## config.mk

```make
export PLATFORM = sky130hd
export DESIGN_NAME = flash_seq_engine
export DESIGN_NICKNAME = d
export VERILOG_FILES = /design/src/rtl/flash_seq_pkg.sv /design/src/rtl/flash_seq_table.sv /design/src/rtl/flash_seq_fifo.sv /design/src/rtl/flash_seq_ctrl.sv /design/src/rtl/flash_seq_engine.sv
export SDC_FILE = /design/constraint.sdc
export NUM_CORES = 1
export LEC_CHECK = 0
export ABC_AREA = 0
export ABC_CLOCK_PERIOD_IN_PS = 29200
export BUFFER_PORTS_ARGS = -buffer_cell sky130_fd_sc_hd__buf_2
export CORE_MARGIN = 3
export CORE_UTILIZATION = 55
export DETAILED_ROUTE_END_ITERATION = 10
export PLACE_DENSITY = 0.72
export SKIP_CTS_REPAIR_TIMING = 1
export SYNTH_ARGS = -nofsm -noshare
export SYNTH_HDL_FRONTEND = slang
export SYNTH_SLANG_ARGS = --single-unit
```

## constraint.sdc

```tcl
create_clock -name clk -period 29.2 [get_ports clk]
set_input_delay 8.76 -clock clk [delete_from_list [all_inputs] [get_ports clk]]
set_output_delay 8.76 -clock clk [all_outputs]
set_load 0.005 [all_outputs]
```

## src/rtl/flash_seq_pkg.sv

```systemverilog
package flash_seq_pkg;

  localparam int ADDR_W  = 32;
  localparam int BYTE_W  = 8;
  localparam int WORD_W  = 32;
  localparam int SLOTS   = 8;
  localparam int SLOT_W  = $clog2(SLOTS);

  localparam logic [5:0] OPC_END   = 6'd0;
  localparam logic [5:0] OPC_CMD   = 6'd1;
  localparam logic [5:0] OPC_ADDR  = 6'd2;
  localparam logic [5:0] OPC_DUMMY = 6'd3;
  localparam logic [5:0] OPC_WRITE = 6'd4;
  localparam logic [5:0] OPC_READ  = 6'd5;

  localparam logic [1:0] PAD_QUAD  = 2'd2;

  typedef struct packed {
    logic [5:0] opc;
    logic [1:0] pad;
    logic [7:0] opnd;
  } instr_t;

  typedef enum logic [2:0] {
    ST_IDLE,
    ST_FETCH,
    ST_LOAD,
    ST_LOW,
    ST_HIGH,
    ST_END
  } seq_state_e;

endpackage

```

## src/rtl/flash_seq_table.sv

```systemverilog
module flash_seq_table #(
  parameter int WORDS = 16,
  parameter int DW    = 32,
  localparam int AW   = $clog2(WORDS)
) (
  input  logic          clk,
  input  logic          rst_n,
  input  logic          wr_en,
  input  logic [AW-1:0] wr_addr,
  input  logic [DW-1:0] wr_data,
  input  logic [AW-1:0] rd_addr,
  output logic [DW-1:0] rd_data
);

  logic [DW-1:0] words_q [WORDS];

  always_ff @(posedge clk or negedge rst_n) begin
    if (!rst_n) begin
      for (int i = 0; i < WORDS; i++) words_q[i] <= '0;
    end else if (wr_en) begin
      words_q[wr_addr] <= wr_data;
    end
  end

  assign rd_data = words_q[rd_addr];

endmodule

```

## src/rtl/flash_seq_fifo.sv

```systemverilog
module flash_seq_fifo #(
  parameter int DEPTH = 4,
  parameter int W     = 8,
  localparam int AW   = $clog2(DEPTH)
) (
  input  logic         clk,
  input  logic         rst_n,
  input  logic         push,
  input  logic [W-1:0] din,
  input  logic         pop,
  output logic [W-1:0] dout,
  output logic         full,
  output logic         empty
);

  logic [W-1:0] mem_q [DEPTH];
  logic [AW:0]  wp_q, wp_d, rp_q, rp_d;
  logic         push_ok, pop_ok;

  assign full    = (wp_q[AW] != rp_q[AW]) && (wp_q[AW-1:0] == rp_q[AW-1:0]);
  assign empty   = (wp_q == rp_q);
  assign push_ok = push && !full;
  assign pop_ok  = pop && !empty;
  assign dout    = mem_q[rp_q[AW-1:0]];

  always_comb begin
    wp_d = wp_q;
    rp_d = rp_q;
    if (push_ok) wp_d = wp_q + 1'b1;
    if (pop_ok)  rp_d = rp_q + 1'b1;
  end

  always_ff @(posedge clk or negedge rst_n) begin
    if (!rst_n) begin
      wp_q <= '0;
      rp_q <= '0;
    end else begin
      wp_q <= wp_d;
      rp_q <= rp_d;
    end
  end

  always_ff @(posedge clk) begin
    if (push_ok) mem_q[wp_q[AW-1:0]] <= din;
  end

endmodule

```

## src/rtl/flash_seq_ctrl.sv

```systemverilog
module flash_seq_ctrl
  import flash_seq_pkg::*;
#(
  parameter int SEQ_W = 2,
  parameter int LEN_W = 8,
  localparam int TBL_AW = SEQ_W + 2
) (
  input  logic              clk,
  input  logic              rst_n,
  input  logic              start,
  input  logic [SEQ_W-1:0]  seq_idx,
  input  logic [ADDR_W-1:0] xfer_addr,
  input  logic [LEN_W-1:0]  xfer_len,
  output logic [TBL_AW-1:0] tbl_raddr,
  input  logic [WORD_W-1:0] tbl_word,
  input  logic              tx_empty,
  input  logic [BYTE_W-1:0] tx_byte,
  output logic              tx_pop,
  input  logic              rx_full,
  output logic              rx_push,
  output logic [BYTE_W-1:0] rx_byte,
  output logic              busy,
  output logic              done,
  output logic              sck,
  output logic              cs_n,
  output logic [3:0]        io_out,
  output logic [3:0]        io_oe,
  input  logic [3:0]        io_in
);

  seq_state_e        state_q, state_d;
  logic [SLOT_W-1:0] slot_q, slot_d;
  logic [SEQ_W-1:0]  seq_q, seq_d;
  logic [ADDR_W-1:0] addr_q, addr_d;
  logic [LEN_W-1:0]  len_q, len_d;
  logic [5:0]        opc_q, opc_d;
  logic              quad_q, quad_d;
  logic [ADDR_W-1:0] sh_q, sh_d;
  logic [7:0]        units_q, units_d;
  logic [LEN_W-1:0]  left_q, left_d;
  logic [7:0]        rsh_q, rsh_d;

  instr_t     cur;
  logic       cur_quad;
  logic [5:0] nbits;
  logic [7:0] addr_units;
  logic       last_slot;
  logic       drives;
  logic       shifting;

  assign tbl_raddr  = {seq_q, slot_q[SLOT_W-1:1]};
  assign cur        = slot_q[0] ? instr_t'(tbl_word[31:16]) : instr_t'(tbl_word[15:0]);
  assign cur_quad   = (cur.pad == PAD_QUAD);
  assign nbits      = (cur.opnd > 8'd32) ? 6'd32 : cur.opnd[5:0];
  assign addr_units = cur_quad ? {4'd0, nbits[5:2]} : {2'd0, nbits};
  assign last_slot  = (slot_q == SLOT_W'(SLOTS - 1));

  // next-state process
  always_comb begin
    state_d = state_q;
    slot_d  = slot_q;
    seq_d   = seq_q;
    addr_d  = addr_q;
    len_d   = len_q;
    opc_d   = opc_q;
    quad_d  = quad_q;
    sh_d    = sh_q;
    units_d = units_q;
    left_d  = left_q;
    rsh_d   = rsh_q;
    tx_pop  = 1'b0;
    rx_push = 1'b0;
    unique case (state_q)
      ST_IDLE: begin
        if (start) begin
          seq_d   = seq_idx;
          addr_d  = xfer_addr;
          len_d   = xfer_len;
          slot_d  = '0;
          state_d = ST_FETCH;
        end
      end
      ST_FETCH: begin
        opc_d  = cur.opc;
        quad_d = cur_quad;
        unique case (cur.opc)
          OPC_CMD: begin
            sh_d    = {cur.opnd, {(ADDR_W-8){1'b0}}};
            units_d = cur_quad ? 8'd2 : 8'd8;
            state_d = ST_LOW;
          end
          OPC_ADDR: begin
            sh_d    = addr_q << (6'd32 - nbits);
            units_d = addr_units;
            if (addr_units == 8'd0) begin
              state_d = last_slot ? ST_END : ST_FETCH;
              slot_d  = slot_q + 1'b1;
            end else begin
              state_d = ST_LOW;
            end
          end
          OPC_DUMMY: begin
            units_d = cur.opnd;
            if (cur.opnd == 8'd0) begin
              state_d = last_slot ? ST_END : ST_FETCH;
              slot_d  = slot_q + 1'b1;
            end else begin
              state_d = ST_LOW;
            end
          end
          OPC_WRITE, OPC_READ: begin
            left_d  = len_q;
            state_d = ST_LOAD;
          end
          default: state_d = ST_END;
        endcase
      end
      ST_LOAD: begin
        if (left_q == '0) begin
          state_d = last_slot ? ST_END : ST_FETCH;
          slot_d  = slot_q + 1'b1;
        end else if (opc_q == OPC_WRITE) begin
          if (!tx_empty) begin
            tx_pop  = 1'b1;
            sh_d    = {tx_byte, {(ADDR_W-8){1'b0}}};
            units_d = quad_q ? 8'd2 : 8'd8;
            left_d  = left_q - LEN_W'(1);
            state_d = ST_LOW;
          end
        end else begin
          if (!rx_full) begin
            units_d = quad_q ? 8'd2 : 8'd8;
            left_d  = left_q - LEN_W'(1);
            state_d = ST_LOW;
          end
        end
      end
      ST_LOW: begin
        state_d = ST_HIGH;
        if (opc_q == OPC_READ) begin
          rsh_d = quad_q ? {rsh_q[3:0], io_in} : {rsh_q[6:0], io_in[1]};
        end
      end
      ST_HIGH: begin
        sh_d    = quad_q ? (sh_q << 4) : (sh_q << 1);
        units_d = units_q - 8'd1;
        if (units_q == 8'd1) begin
          if (opc_q == OPC_READ) rx_push = 1'b1;
          if ((opc_q == OPC_READ) || (opc_q == OPC_WRITE)) begin
            state_d = ST_LOAD;
          end else begin
            state_d = last_slot ? ST_END : ST_FETCH;
            slot_d  = slot_q + 1'b1;
          end
        end else begin
          state_d = ST_LOW;
        end
      end
      ST_END:  state_d = ST_IDLE;
      default: state_d = ST_IDLE;
    endcase
  end

  // register process
  always_ff @(posedge clk or negedge rst_n) begin
    if (!rst_n) begin
      state_q <= ST_IDLE;
      slot_q  <= '0;
      seq_q   <= '0;
      addr_q  <= '0;
      len_q   <= '0;
      opc_q   <= OPC_END;
      quad_q  <= 1'b0;
      sh_q    <= '0;
      units_q <= '0;
      left_q  <= '0;
      rsh_q   <= '0;
    end else begin
      state_q <= state_d;
      slot_q  <= slot_d;
      seq_q   <= seq_d;
      addr_q  <= addr_d;
      len_q   <= len_d;
      opc_q   <= opc_d;
      quad_q  <= quad_d;
      sh_q    <= sh_d;
      units_q <= units_d;
      left_q  <= left_d;
      rsh_q   <= rsh_d;
    end
  end

  assign shifting = (state_q == ST_LOW) || (state_q == ST_HIGH);
  assign drives   = (opc_q == OPC_CMD) || (opc_q == OPC_ADDR) || (opc_q == OPC_WRITE);

  assign rx_byte = rsh_q;
  assign sck     = (state_q == ST_HIGH);
  assign cs_n    = (state_q == ST_IDLE) || (state_q == ST_END);
  assign busy    = (state_q != ST_IDLE);
  assign done    = (state_q == ST_END);
  assign io_out  = quad_q ? sh_q[ADDR_W-1 -: 4] : {3'b000, sh_q[ADDR_W-1]};
  assign io_oe   = (shifting && drives) ? (quad_q ? 4'b1111 : 4'b0001) : 4'b0000;

endmodule

```

## src/rtl/flash_seq_engine.sv

```systemverilog
module flash_seq_engine
  import flash_seq_pkg::*;
#(
  parameter int LUT_SEQS   = 4,
  parameter int FIFO_DEPTH = 4,
  parameter int LEN_W      = 8,
  localparam int SEQ_W     = $clog2(LUT_SEQS),
  localparam int LUT_WORDS = LUT_SEQS * (SLOTS / 2),
  localparam int LUT_AW    = $clog2(LUT_WORDS)
) (
  input  logic              clk,
  input  logic              rst_n,
  input  logic              tbl_we,
  input  logic [LUT_AW-1:0] tbl_addr,
  input  logic [WORD_W-1:0] tbl_wdata,
  input  logic              start,
  input  logic [SEQ_W-1:0]  seq_idx,
  input  logic [ADDR_W-1:0] xfer_addr,
  input  logic [LEN_W-1:0]  xfer_len,
  output logic              busy,
  output logic              done,
  input  logic              tx_push,
  input  logic [BYTE_W-1:0] tx_data,
  output logic              tx_full,
  input  logic              rx_pop,
  output logic [BYTE_W-1:0] rx_data,
  output logic              rx_empty,
  output logic              sck,
  output logic              cs_n,
  output logic [3:0]        io_out,
  output logic [3:0]        io_oe,
  input  logic [3:0]        io_in
);

  logic [1:0]        rst_sync_q;
  logic              rst_sync_n;
  logic [LUT_AW-1:0] tbl_raddr;
  logic [WORD_W-1:0] tbl_word;
  logic              tx_empty, tx_pop;
  logic [BYTE_W-1:0] tx_byte;
  logic              rx_full, rx_push;
  logic [BYTE_W-1:0] rx_byte;

  always_ff @(posedge clk or negedge rst_n) begin
    if (!rst_n) rst_sync_q <= 2'b00;
    else        rst_sync_q <= {rst_sync_q[0], 1'b1};
  end
  assign rst_sync_n = rst_sync_q[1];

  flash_seq_table #(.WORDS(LUT_WORDS), .DW(WORD_W)) u_table (
    .clk     (clk),
    .rst_n   (rst_sync_n),
    .wr_en   (tbl_we),
    .wr_addr (tbl_addr),
    .wr_data (tbl_wdata),
    .rd_addr (tbl_raddr),
    .rd_data (tbl_word)
  );

  flash_seq_fifo #(.DEPTH(FIFO_DEPTH), .W(BYTE_W)) u_tx_fifo (
    .clk   (clk),
    .rst_n (rst_sync_n),
    .push  (tx_push),
    .din   (tx_data),
    .pop   (tx_pop),
    .dout  (tx_byte),
    .full  (tx_full),
    .empty (tx_empty)
  );

  flash_seq_fifo #(.DEPTH(FIFO_DEPTH), .W(BYTE_W)) u_rx_fifo (
    .clk   (clk),
    .rst_n (rst_sync_n),
    .push  (rx_push),
    .din   (rx_byte),
    .pop   (rx_pop),
    .dout  (rx_data),
    .full  (rx_full),
    .empty (rx_empty)
  );

  flash_seq_ctrl #(.SEQ_W(SEQ_W), .LEN_W(LEN_W)) u_ctrl (
    .clk       (clk),
    .rst_n     (rst_sync_n),
    .start     (start),
    .seq_idx   (seq_idx),
    .xfer_addr (xfer_addr),
    .xfer_len  (xfer_len),
    .tbl_raddr (tbl_raddr),
    .tbl_word  (tbl_word),
    .tx_empty  (tx_empty),
    .tx_byte   (tx_byte),
    .tx_pop    (tx_pop),
    .rx_full   (rx_full),
    .rx_push   (rx_push),
    .rx_byte   (rx_byte),
    .busy      (busy),
    .done      (done),
    .sck       (sck),
    .cs_n      (cs_n),
    .io_out    (io_out),
    .io_oe     (io_oe),
    .io_in     (io_in)
  );

endmodule

```

## Yosys cells after proc, flatten, opt, wreduce, memory -nomap -nowiden

Memories as Yosys holds them, arrays and structs flattened.
Cells that the tools add are included.

- Muxes and demuxes: 64
- Eq/ne operators: 40
- $add $sub $neg: 8
- $lt $le $gt $ge: 4
- Bitwise gates (word level): 2
- Shifts and indexed selects: 1
- Reductions and logical operators: 33

Operators by type and width:

| kind | number |
|---|---|
| bitwise mux 512 bit | 1 |
| two-way mux 32 bit | 7 |
| binary-select mux 32 bit (select 4 bit) | 1 |
| demux 32 bit (select 4 bit) | 1 |
| case mux 32 bit (3 select lines) | 1 |
| two-way mux 8 bit | 10 |
| case mux 32 bit (2 select lines) | 1 |
| two-way mux 3 bit | 16 |
| case mux 8 bit (3 select lines) | 2 |
| << shifter 32 x 6 -> 32 bit | 1 |
| == test 6 x 3 -> 1 bit, second input constant | 4 |
| zero test 8 bit | 3 |
| case mux 3 bit (4 select lines) | 2 |
| two-way mux 4 bit | 5 |
| == test 6 x 2 -> 1 bit, second input constant | 3 |
| two-way mux 16 bit | 1 |
| case mux 8 bit (2 select lines) | 1 |
| subtractor 8 x 1 -> 8 bit, second input constant | 2 |
| adder 3 x 1 -> 3 bit, second input constant | 5 |
| case mux 3 bit (5 select lines) | 1 |
| AND reduction 5 bit | 3 |
| == test 6 x 1 -> 1 bit, second input constant | 2 |
| two-way mux 6 bit | 2 |
| two-way mux 1 bit | 11 |
| 31 further kinds | 66 |

- Output and inout bits: 22
- Register bits: 637
- Input bits: 96
- Bits in writable memories: 64
- Word-level logic and storage cells: 186
- Memories kept: 2

Memory list:

| name | depth | width | read ports | clocked after memory_dff | wr ports | line | text |
|---|---|---|---|---|---|---|---|
| u_rx_fifo.mem_q | 4 | 8 | 1 | 0 | 1 | flash_seq_fifo.sv:16 | `logic [W-1:0] mem_q [DEPTH];` |
| u_tx_fifo.mem_q | 4 | 8 | 1 | 0 | 1 | flash_seq_fifo.sv:16 |  |

## Longest topological paths before layout

- Depth after elaboration: 12
- Mapped depth: 17
- Mapped depth without buffers: 13

## Hierarchy

Synthesis repeated with hierarchy kept, for this count alone.

- Cell total of the unflattened synthesis: 2444
- Area total of the unflattened synthesis: 34315.4 µm²

Modules (own cells, without submodules):

| module | seq. area each (µm²) | instances | area an instance (µm²) | cells each |
|---|---|---|---|---|
| flash_seq_table | 12812.3 | 1 | 22774.3 | 1404 |
| flash_seq_ctrl | 2777.7 | 1 | 8166.6 | 857 |
| flash_seq_fifo | 1111.1 | 2 | 1660.3 | 90 |
| flash_seq_engine | 50.0 | 1 | 53.8 | 3 |

## Worst setup path before layout

OpenSTA, ideal clock, no wires.

- Path kind: register -> output
- Start: reg u_ctrl.quad_q
- End: out io_out[0]
- Stages on the path, launching flop included: 5
- Required time: 20440 ps
- Arrival time: 1921 ps
- Buffers on the path: 3
- Setup slack: 18519 ps
- Path through: dfrtp_1 -> clkbuf_1 -> clkbuf_1 -> buf_1 -> mux2_2

- Cells in the longest elaborated chain, start to end: 1

Ends and longest elaborated chain:

| what | line | text |
|---|---|---|
| start: declaration | flash_seq_ctrl.sv:37 | `logic quad_q, quad_d;` |
| start signal: assignment | flash_seq_ctrl.sv:185 | `quad_q <= quad_d;` |
| two-way mux 4 bit | flash_seq_ctrl.sv:201 | `assign io_out = quad_q ? sh_q[ADDR_W-1 -: 4] : {3'b000, sh_q[ADDR_W-1]};` |
| end: declaration | flash_seq_engine.sv:30 | `output logic [3:0] io_out,` |

Every way passes these cells.

## Worst setup path in the final report

- Start: reg u_ctrl.state_q[0]
- End: out io_oe[3]

- Cells in the longest elaborated chain, start to end: 4
- Elaborated cells on any way between the ends: 5
- Those cells by class: 2 x eq/ne; 1 x mux; 2 x reduce/logical

Ends and longest elaborated chain:

| what | line | text |
|---|---|---|
| start: declaration | flash_seq_ctrl.sv:31 | `seq_state_e state_q, state_d;` |
| start signal: assignment | flash_seq_ctrl.sv:179 | `state_q <= state_d;` |
| == test 3 x 2 -> 1 bit / == test 3 bit (equally long branches) | flash_seq_ctrl.sv:193 | `assign shifting = (state_q == ST_LOW) \|\| (state_q == ST_HIGH);` |
| logical OR 1 bit * | flash_seq_ctrl.sv:193 |  |
| logical AND 1 bit * | flash_seq_ctrl.sv:202 | `assign io_oe = (shifting && drives) ? (quad_q ? 4'b1111 : 4'b0001) : 4'b0000;` |
| two-way mux 4 bit * | flash_seq_ctrl.sv:202 |  |
| end: declaration | flash_seq_engine.sv:31 | `output logic [3:0] io_oe,` |

Mark *: on every way between the ends. The rest lies on a longest branch, timed or not.

==> out/results.ini <==
[worst_setup_path]
crit_type = reg -> out
path_cells = nor2_1 > nand2_1 > buf_4 > clkinv_1 > a21oi_1 > nor3_1 > and2_1 > buf_2
cp.depth = 8
worstRegToRegCells = 12
worstPathMaxFanout = 39
cp_num_buf_inv = 3
rrSetupSlack_ps = 22120
worstSetupStartpointType = flip-flop
critPathTopFamily = buffers and inverters
cp-end-kind = output port
cp_slowest_cell = dfrtp_1
crit_path_max_incr_delay_ps = 540
critPathArrivalTime_ps = 2840
cp.required_ps = 20440

[sta]
timing.final.crit_share = 0.397
hold_ws_ps = 354
rsz0062_at_grt = false
max_clock_freq_ghz = 0.0862
finalHoldViolations = 0
tightestPinTransition_ps = 1150
finClkSkew_ps = 26.8
fin_tns_setup_ps = 0
final.min_clock_period_ps = 11600
fin_ws_ps = 17600
slew_violations = 0
setup_viol = 0
maxSlewHeadroom = 0.235

[cts]
cts_root_buf = clkbuf_16
clockBufferDepth = 3
cts_tree = done
clock-sinks = 701
clkTransAtPathRegs_ps = 60
insertion_delay_ps = 610
cts_inserted_buffers = 74
cts_max_level = 3

[logic_synthesis]
synth_edf_count = 64
post-synth-top-count-cell = dfrtp_1
yosys_warnings = 0
yosysTopAreaCell = dfrtp_1
netlist_instances = 2394
ys_types = 78
syn_area_um2 = 33700
syn_nets = 2507
ys_ff_latch = 701
synthFlopType = dfrtp_1
netlist_top_cells_count = dfrtp_1, mux2_2, mux4_2
avgSynthCellArea_um2 = 14.1
synthTopCellsByArea = dfrtp_1, mux2_2, mux4_2, edfxtp_1, mux2i_1
seq_area_frac_synth = 0.530
synth-async-reset-ratio = 0.909
yosysTopAreaCellShare = 0.473

[power]
vdd_ir_drop_max_mv = 0.0610
p_per_area_nw_per_um2 = 111
leakage_uw = 0.0154
p_total_uw = 4130

[global_route]
grt_pass1_wl_um = 126000
grt_pass1_vias = 21556
grt_max_degree = 192
antenna_found_initial = 6
grt_usage = 0.253
grt_overflow = 0

[drt]
drc = 0
via_count = 20809
dr.pass1.iters = 5
drtIter0Drc = 1543
routed_wl_um = 79900
viasPerCell = 6.36
wl_per_cell_um = 24.4
detail-route-antenna-nets = 0

[layout]
syn_to_final_growth_pct = 10.3
drive_above_1_share = 0.414
multi_input_area_um2 = 14900
nets = 2544
fill_cells = 4486
regArea_um2 = 17900

[worst_hold_path]
hold_depth = 0
hold_path.class = reg -> reg

[placed_design]
port-buffer-count = 117
place_ws_ps = 18260
dp_hpwl_um = 49400
gp_congestion = 0.856

[outcome]
status = finished clean

[floorplan]
start_util = 0.557
fp.dieW_um = 254
dieHeight_um = 254
dieArea_um2 = 64300
coreArea_um2 = 60500
ioPinCount = 118
rows = 90

[run]
max-cap-violations = 0

## power breakdown
part           internal [µW]  switching, µW
logic                    807            966
clock network            520            389
registers               1240            211
## routing by layer
metal	track usage	part of all wire	up-vias
li1	-	-	9026
met1	0.352	0.42	10985
met2	0.418	0.50	651
met3	0.0387	0.057	139
met4	0.0718	0.023	8
met5	0	0.00058	-
## final cells by class
type / instances / area share
multi-input cells: 1467 / 0.402
inverters: 34 / 0.00343
repair buffers: 153 / 0.0237
flip-flops and latches: 701 / 0.481
clock inverters: 31 / 0.00674
diodes: 2 / 0.000135
well taps: 782 / 0.0263
clock buffers: 104 / 0.0562
## stage by stage
| step | area [µm²] | instances | util |
|---|---|---|---|
| 3_5_place_dp | 34800 | 3137 | 0.576 |
| 5_1_grt | 37200 | 3274 | 0.614 |
| 4_1_cts | 37100 | 3272 | 0.614 |
| 3_3_place_gp | 34800 | 3137 | 0.576 |
| 2_1_floorplan | 33700 | 2394 | - |
| 6_report | 37200 | 3274 | 0.614 |
## state kept, by name, summed over array words and instances (netlist names)
name             cells
u_ctrl.addr_q       32
u_ctrl.rx_byte       8
u_tx_fifo.rp_q       3
u_ctrl.slot_q        3
u_table.words_q    512
u_ctrl.units_q       8
u_ctrl.opc_q         6
u_ctrl.len_q         8
u_ctrl.sh_q         32
u_ctrl.left_q        8
u_tx_fifo.wp_q       3
u_ctrl.quad_q        1
u_ctrl.state_q       3
u_rx_fifo.mem_q     32
u_rx_fifo.rp_q       3
rst_sync_q           2
u_rx_fifo.wp_q       3
u_tx_fifo.mem_q     32
u_ctrl.seq_q         2
## logic make-up after synthesis
family / count (synthesis) / share of synthesized area
AOI/OAI and AO/OA: 252 / 0.0491
xor gates and xnor gates: 20 / 0.00542
adders and majority gates: 17 / 0.00631
buffers and inverters: 226 / 0.0295
DFF: 701 / 0.530
muxes: 805 / 0.325
other: 1 / 0.000111
and+or+nand+nor: 372 / 0.0540
## final timing paths
check,from,endpoint
setup / recovery,u_ctrl.state_q[0],io_oe[3]
hold / removal,rst_sync_q[0],rst_sync_q[1]
setup reg to reg,u_ctrl.slot_q[2],u_ctrl.sh_q[24]
hold reg to reg,rst_sync_q[0],rst_sync_q[1]
max in group asynchronous,rst_n,rst_sync_q[1]
min in group asynchronous,rst_sync_q[1],u_table.words_q[395]
## cell usage in the layout (no fill, tap or decap), types with 9 or more instances in the layout
master / instances
ha_1: 17
dfrtp_1: 631
xor2_1: 9
clkbuf_1: 20
nor3_1: 13
mux2_2: 553
clkinv_1: 9
mux2i_1: 74
nand2_1: 98
nand3b_1: 10
inv_1: 32
clkinv_2: 14
o211ai_1: 9
buf_2: 117
mux4_2: 174
buf_4: 34
xnor2_1: 9
clkbuf_16: 76
o22ai_1: 11
nand3_1: 42
nor2b_1: 10
o21ai_0: 69
a21oi_1: 48
edfxtp_1: 64
nand2b_1: 11
a22o_1: 12
a32oi_1: 20
and2_1: 12
a31oi_1: 19
nor2_4: 9
nor2_1: 102
No activity file was read; power rests on OpenSTA's default activity.
